==> config.mk <==
export PLATFORM = sky130hd
export DESIGN_NAME = manenc_top
export DESIGN_NICKNAME = d
export VERILOG_FILES = /design/src/rtl/manenc_pkg.sv /design/src/rtl/manenc_seq.sv /design/src/rtl/manenc_line.sv /design/src/rtl/manenc_top.sv
export SDC_FILE = /design/constraint.sdc
export NUM_CORES = 1
export LEC_CHECK = 0
export ABC_AREA = 0
export BUFFER_PORTS_ARGS = -buffer_cell sky130_fd_sc_hd__buf_2
export CAP_MARGIN = 20
export CORE_AREA = 5 5 42 44
export DETAILED_ROUTE_END_ITERATION = 12
export DIE_AREA = 0 0 47 49
export PLACE_DENSITY = 0.39
export SLEW_MARGIN = 20
export SYNTH_ARGS = -nofsm -noshare
export SYNTH_HDL_FRONTEND = slang
export SYNTH_SLANG_ARGS = --single-unit
==> constraint.sdc <==
create_clock -name clk -period 1 [get_ports clk]
set_clock_uncertainty 0.1 [all_clocks]
set_input_delay 0.2 -clock clk [delete_from_list [all_inputs] [get_ports clk]]
set_output_delay 0.2 -clock clk [all_outputs]
set_load 0.01 [all_outputs]
==> src/rtl/manenc_pkg.sv <==
package manenc_pkg;
  typedef enum logic [1:0] {
    PH_IDLE   = 2'd0,
    PH_FIRST  = 2'd1,
    PH_SECOND = 2'd2
  } phase_e;
endpackage

==> src/rtl/manenc_seq.sv <==
module manenc_seq
  import manenc_pkg::*;
(
  input  logic   clk,
  input  logic   rst,
  input  logic   bit_strobe,
  input  logic   data_in,
  output phase_e phase_q,
  output phase_e phase_nxt,
  output logic   bit_q,
  output logic   bit_nxt,
  output logic   accept
);

  // A strobe is taken unless a first half-cell is on the line right now.
  always_comb begin
    accept    = bit_strobe && (phase_q != PH_FIRST);
    phase_nxt = PH_IDLE;
    bit_nxt   = bit_q;
    if (accept) begin
      phase_nxt = PH_FIRST;
      bit_nxt   = data_in;
    end else begin
      unique case (phase_q)
        PH_FIRST:  phase_nxt = PH_SECOND;
        PH_SECOND: phase_nxt = PH_IDLE;
        default:   phase_nxt = PH_IDLE;
      endcase
    end
  end

  always_ff @(posedge clk) begin
    if (rst) begin
      phase_q <= PH_IDLE;
      bit_q   <= 1'b0;
    end else begin
      phase_q <= phase_nxt;
      bit_q   <= bit_nxt;
    end
  end

endmodule

==> src/rtl/manenc_line.sv <==
module manenc_line
  import manenc_pkg::*;
#(
  parameter bit ONE_HIGH_FIRST = 1'b1,
  parameter bit IDLE_TX        = 1'b0
) (
  input  logic   clk,
  input  logic   rst,
  input  phase_e phase_nxt,
  input  logic   bit_nxt,
  output logic   tx,
  output logic   txb
);

  logic first_lvl;
  logic lvl;

  generate
    if (ONE_HIGH_FIRST) begin : g_one_high
      assign first_lvl = bit_nxt;
    end else begin : g_one_low
      assign first_lvl = ~bit_nxt;
    end
  endgenerate

  always_comb begin
    unique case (phase_nxt)
      PH_FIRST:  lvl = first_lvl;
      PH_SECOND: lvl = ~first_lvl;
      default:   lvl = IDLE_TX;
    endcase
  end

  // Both rails are registered on their own, so neither can glitch.
  always_ff @(posedge clk) begin
    if (rst) begin
      tx  <= IDLE_TX;
      txb <= ~IDLE_TX;
    end else begin
      tx  <= lvl;
      txb <= ~lvl;
    end
  end

endmodule

==> src/rtl/manenc_top.sv <==
module manenc_top
  import manenc_pkg::*;
#(
  parameter bit ONE_HIGH_FIRST = 1'b1,
  parameter bit IDLE_TX        = 1'b0
) (
  input  logic clk,
  input  logic rst,
  input  logic bit_strobe,
  input  logic data_in,
  output logic tx,
  output logic txb
);

  phase_e phase_q;
  phase_e phase_nxt;
  logic   bit_q;
  logic   bit_nxt;
  logic   accept;

  manenc_seq u_seq (
    .clk        (clk),
    .rst        (rst),
    .bit_strobe (bit_strobe),
    .data_in    (data_in),
    .phase_q    (phase_q),
    .phase_nxt  (phase_nxt),
    .bit_q      (bit_q),
    .bit_nxt    (bit_nxt),
    .accept     (accept)
  );

  manenc_line #(
    .ONE_HIGH_FIRST (ONE_HIGH_FIRST),
    .IDLE_TX        (IDLE_TX)
  ) u_line (
    .clk       (clk),
    .rst       (rst),
    .phase_nxt (phase_nxt),
    .bit_nxt   (bit_nxt),
    .tx        (tx),
    .txb       (txb)
  );

endmodule

## Yosys cells after proc, flatten, opt, wreduce, memory -nomap -nowiden

Index checks and enable logic that the tools add are counted.

| word-level totals | value |
|---|---|
| flip-flop bits (word level) | 5 |
| input port bits | 4 |
| output and inout bits | 2 |
| logic and storage cells | 15 |

| cells by class | value |
|---|---|
| eq/ne operators | 4 |
| mux-type cells | 4 |
| bitwise logic cells | 2 |
| reductions and logical operators | 1 |

Operator list:

| cell | number |
|---|---|
| $eq A2 B1 Y1 const B | 2 |
| $mux W2 | 2 |
| $eq A2 B2 Y1 const B | 1 |
| $ne A2 B1 Y1 const B | 1 |
| $not A1 Y1 | 2 |
| $pmux W1 S2 | 1 |
| $logic_and A1 B1 Y1 | 1 |
| $mux W1 | 1 |

## Depth between registers and ports, before layout

| logic depth | value |
|---|---|
| word-level depth | 6 |
| depth in mapped cells | 3 |
| depth with buffers taken out | 3 |

## Modules after synthesis

From an unflattened synthesis, not the netlist that was laid out.

| second synthesis, totals | value |
|---|---|
| cell total of the unflattened synthesis | 19 |
| area, all modules | 198.9 um^2 |

Modules (own cells, without submodules):

| module | instances | cells an instance | area each (um^2) | seq. area each (um^2) |
|---|---|---|---|---|
| manenc_seq | 1 | 13 | 130.1 | 60.1 |
| manenc_line | 1 | 6 | 68.8 | 40.0 |

## Least setup slack after synthesis

No wires, ideal clock.

| path | value |
|---|---|
| kind | register -> register |
| from | register u_seq.phase_q[1] |
| to | register u_line.txb |
| setup time | 0.114 ns |
| arrival | 0.696 ns |
| slack | 0.090 ns |
| stages on the path, launching flop included | 4 |
| path buffers | 0 |
| clock period less this slack | 0.910 ns |
| path through | dfxtp_1 nand2b_1 nand3_2 a21o_1 |

| on the way | value |
|---|---|
| longest elaborated chain between the ends | 6 |
| elaborated cells between the ends (all ways) | 11 |
| classes of those cells | eq/ne: 4; mux: 4; bitwise: 2; reduce/logical: 1 |

Ends and longest elaborated chain:

| item | RTL line | text |
|---|---|---|
| from (decl) | manenc_seq.sv:8 | `output phase_e phase_q,` |
| from (signal assigned) | manenc_seq.sv:37 | `phase_q <= phase_nxt;` |
| $eq A2 B1 Y1 or $ne A2 B1 Y1 (tied branches) | manenc_seq.sv:24, manenc_seq.sv:17 |  |
| $mux W2 or $logic_and A1 B1 Y1 (tied branches) | manenc_seq.sv:24, manenc_seq.sv:17 |  |
| $mux W2 or $mux W1 (tied branches) | manenc_seq.sv:20 | `if (accept) begin` |
| $eq A2 B2 Y1 (tied with other cells) | manenc_line.sv:27 | `unique case (phase_nxt)` |
| $pmux W1 S2 * | manenc_line.sv:27 |  |
| $not A1 Y1 * | manenc_line.sv:41 | `txb <= ~lvl;` |
| to (signal assigned) | manenc_line.sv:38 | `txb <= ~IDLE_TX;` |
| to (signal assigned) | manenc_line.sv:41 |  |
| to (decl) | manenc_line.sv:12 | `output logic txb` |

Every way passes the cells marked *; elsewhere a longest branch is shown, timed or not.
A chain may end at the register's enable or synchronous reset.

## Worst setup path after layout

| path | value |
|---|---|
| from | register u_line.tx |
| to | output port tx |

RTL lines:

| item | RTL line | text |
|---|---|---|
| from (decl) | manenc_line.sv:11 | `output logic tx,` |
| from (signal assigned) | manenc_line.sv:40 | `tx <= lvl;` |
| to (decl) | manenc_top.sv:11 | `output logic tx,` |

No word-level cell between the ends.

==> results.py <==
metrics = {
    "synth": {
        "synth_most_common_cell": "dfxtp_1",
        "synthesis.area_um2": 166,
        "synth_edf_count": 0,
        "ys_types": 10,
        "synth_fp_nets": 20,
        "ys_warn_count": 0,
        "synth_common_cells": "5 x dfxtp_1, 2 x a21oi_1, 2 x nand2b_1",
        "syn_inst": 16,
        "avgSynthCellArea_um2": 10.4,
        "synthFlopType": "dfxtp_1",
        "async_reset_ff_frac": 0,
        "yosys-top-cells-area": "dfxtp_1 60%, nand2b_1 7.5%, a21oi_1 6.0%",
        "ys_seq_elements": 5,
        "yosysTopAreaCell": "dfxtp_1",
        "seq_area_frac_synth": 0.602,
        "synth_top_area_frac": 0.602,
    },
    "final_layout": {
        "final_util": 0.175,
        "fin_nets": 30,
        "final_cell_area_um2": 245,
        "num-fill-cells": 171,
        "drive_above_1_share": 0.440,
        "instances_no_fill": 41,
        "antenna_cells": 0,
        "multi_input_area_um2": 62.6,
        "regArea_um2": 101,
        "syn2layout_area_growth_pct": 47.4,
    },
    "timing": {
        "clock.fmax_ghz": 1.04,
        "rsz0062_at_grt": "true",
        "slew_headroom": 0.907,
        "fin_crit_sh": 0.965,
        "setup_violations": 0,
        "slew_violations": 0,
        "layout_min_cycle_time_ns": 0.965,
        "worstMarginPinSlew_ns": 0.138,
        "hold_viol": 0,
    },
    "pwr": {
        "vdd_drop_max_v": 0.000565,
        "p_leak_nw": 0.105,
        "power_density_nw_per_um2": 2010,
    },
    "critical_path": {
        "cp_slowest_stage_delay_ns": 0.30,
        "cp.arrival_ns": 0.66,
        "cp_num_cells": 1,
        "startpoint": "u_line.tx$_SDFF_PP0_",
        "r2r_slack_ns": 0.05,
        "required_ns": 0.70,
        "crit_slowest_cell": "dfxtp_1",
        "crit_fanout": 1,
        "r2r-end": "u_line.txb$_SDFF_PP1_",
        "rr_startpoint": "u_seq.phase_q[1]$_SDFF_PP0_",
        "reg2reg_depth": 3,
        "setup.worst_path.start_class": "flip-flop",
        "critical_path_class": "reg -> out",
        "worst-path-buf-inv": 1,
        "end_kind": "output pin",
        "crit_chain": "buf_2",
        "crit_family": "flip-flops",
    },
    "global_routing": {
        "grtUsageTotal": 0.0366,
        "globalRouteMet1Util": 0.0285,
        "grt_pass1_vias": 143,
        "met2_usage": 0.0407,
        "grt_pass1_wl_um": 496,
        "gr-usage-met3": 0.0332,
        "grt_max_degree": 6,
        "antenna_found_initial": 0,
        "grt_overflow_total": 0,
        "grt_busiest_layer": "met4",
    },
    "placed_design": {
        "gp_congestion": 0.700,
        "place_area_um2": 211,
        "placedCellCount": 37,
        "port_buffers": 5,
    },
    "route": {
        "route.detailed.drc": 0,
        "wl_per_cell_um": 7.61,
        "avgViaCountPerCell": 3.20,
        "num_vias": 131,
        "ant_nets": 0,
        "dr.pass1.iters": 2,
        "wirelength_um": 312,
        "drtIter0Drc": 1,
    },
    "status": {
        "status": "completed",
    },
    "clock_tree": {
        "htree_levels": 1,
        "clkTransAtPathRegs_ns": 0.04,
        "root_buffer": "clkbuf_4",
        "cts_max_path_buffers": 2,
        "cts-buffers-inserted": 3,
        "numClockSinks": 5,
        "clk_latency_ns": 0.24,
        "tritoncts": "done",
    },
    "floorplan": {
        "start_util": 0.119,
        "die_area_um2": 2300,
        "core_region_area_um2": 1400,
        "dieWidth_um": 47,
        "num_io_pins": 6,
        "rows": 14,
        "fp.dieH_um": 49,
    },
    "hold_path": {
        "worstHoldPathCells": 2,
        "hp-start": "rst",
        "min_path_type": "in -> reg",
    },
    "run": {
        "cap_violations": 0,
    },
}
## power by group
part	internal (mW)	switching, mW
Clock	0.151	0.0854
Combinational	0.0208	0.0192
Sequential	0.213	0.00467
## cell type report
class	count	area share
sequential	5	0.413
timing repair buffer	5	0.128
multi-input combinational	10	0.255
clock buffer	4	0.107
inverter	1	0.0153
tap	16	0.0816
## cell families (layout without fill, tap and decap cells)
kind of cell	Yosys count	in the layout	synth area share
and+or+nand+nor	6	6	0.241
AOI/OAI and AO/OA	4	4	0.135
DFF	5	5	0.602
buffers and inverters	1	10	0.0225
## timing repair
item | in CTS | in global routing
endpoints found under the setup margin | 0 | 1
hold buffers | 0 | 0
gates resized for setup | 0 | 2
setup buffers | 0 | 0
## how the worst max path moves through the flow
stage,to,slack (ns)
after floorplan,u_line.txb$_SDFF_PP1_,0.09
after global placement,u_line.txb$_SDFF_PP1_,0.05
after detailed placement,u_line.txb$_SDFF_PP1_,0.05
after CTS,txb,0.01
after global routing,u_line.txb$_SDFF_PP1_,-0.001
final,tx,0.04
## placed cells by master, fill, tap and decap left out
cell type | netlist | routed
a21oi_1 | 2 | 2
dfxtp_1 | 5 | 4
o21ai_0 | 1 | 1
inv_1 | 1 | 1
nand2b_1 | 2 | 2
clkbuf_4 | 0 | 3
buf_2 | 0 | 4
buf_6 | 0 | 1
a21o_1 | 1 | 1
nor3_1 | 1 | 1
clkbuf_1 | 0 | 1
nand3_2 | 1 | 1
nor2b_2 | 1 | 1
nor2_1 | 1 | 1
dfxtp_2 | 0 | 1
## through the flow
stage	total power [mW]	hold WS [ns]	TNS, ns	setup slack [ns]
detailed placement	0.257	0.328	0	0.0544
CTS	0.503	0.0663	0	0.0114
floorplan	0.240	0.169	0	0.0900
global placement	0.257	0.326	0	0.0531
global route	0.534	0.0598	-0.00123	-0.00123
finish	0.494	0.0775	0	0.0352
## layer usage
layer	wire length (um)	share of wire
met3	37	0.12
met5	0	0
met4	17	0.054
met1	141	0.45
met2	115	0.37
Note: power is estimated with default switching activity, not from simulation.
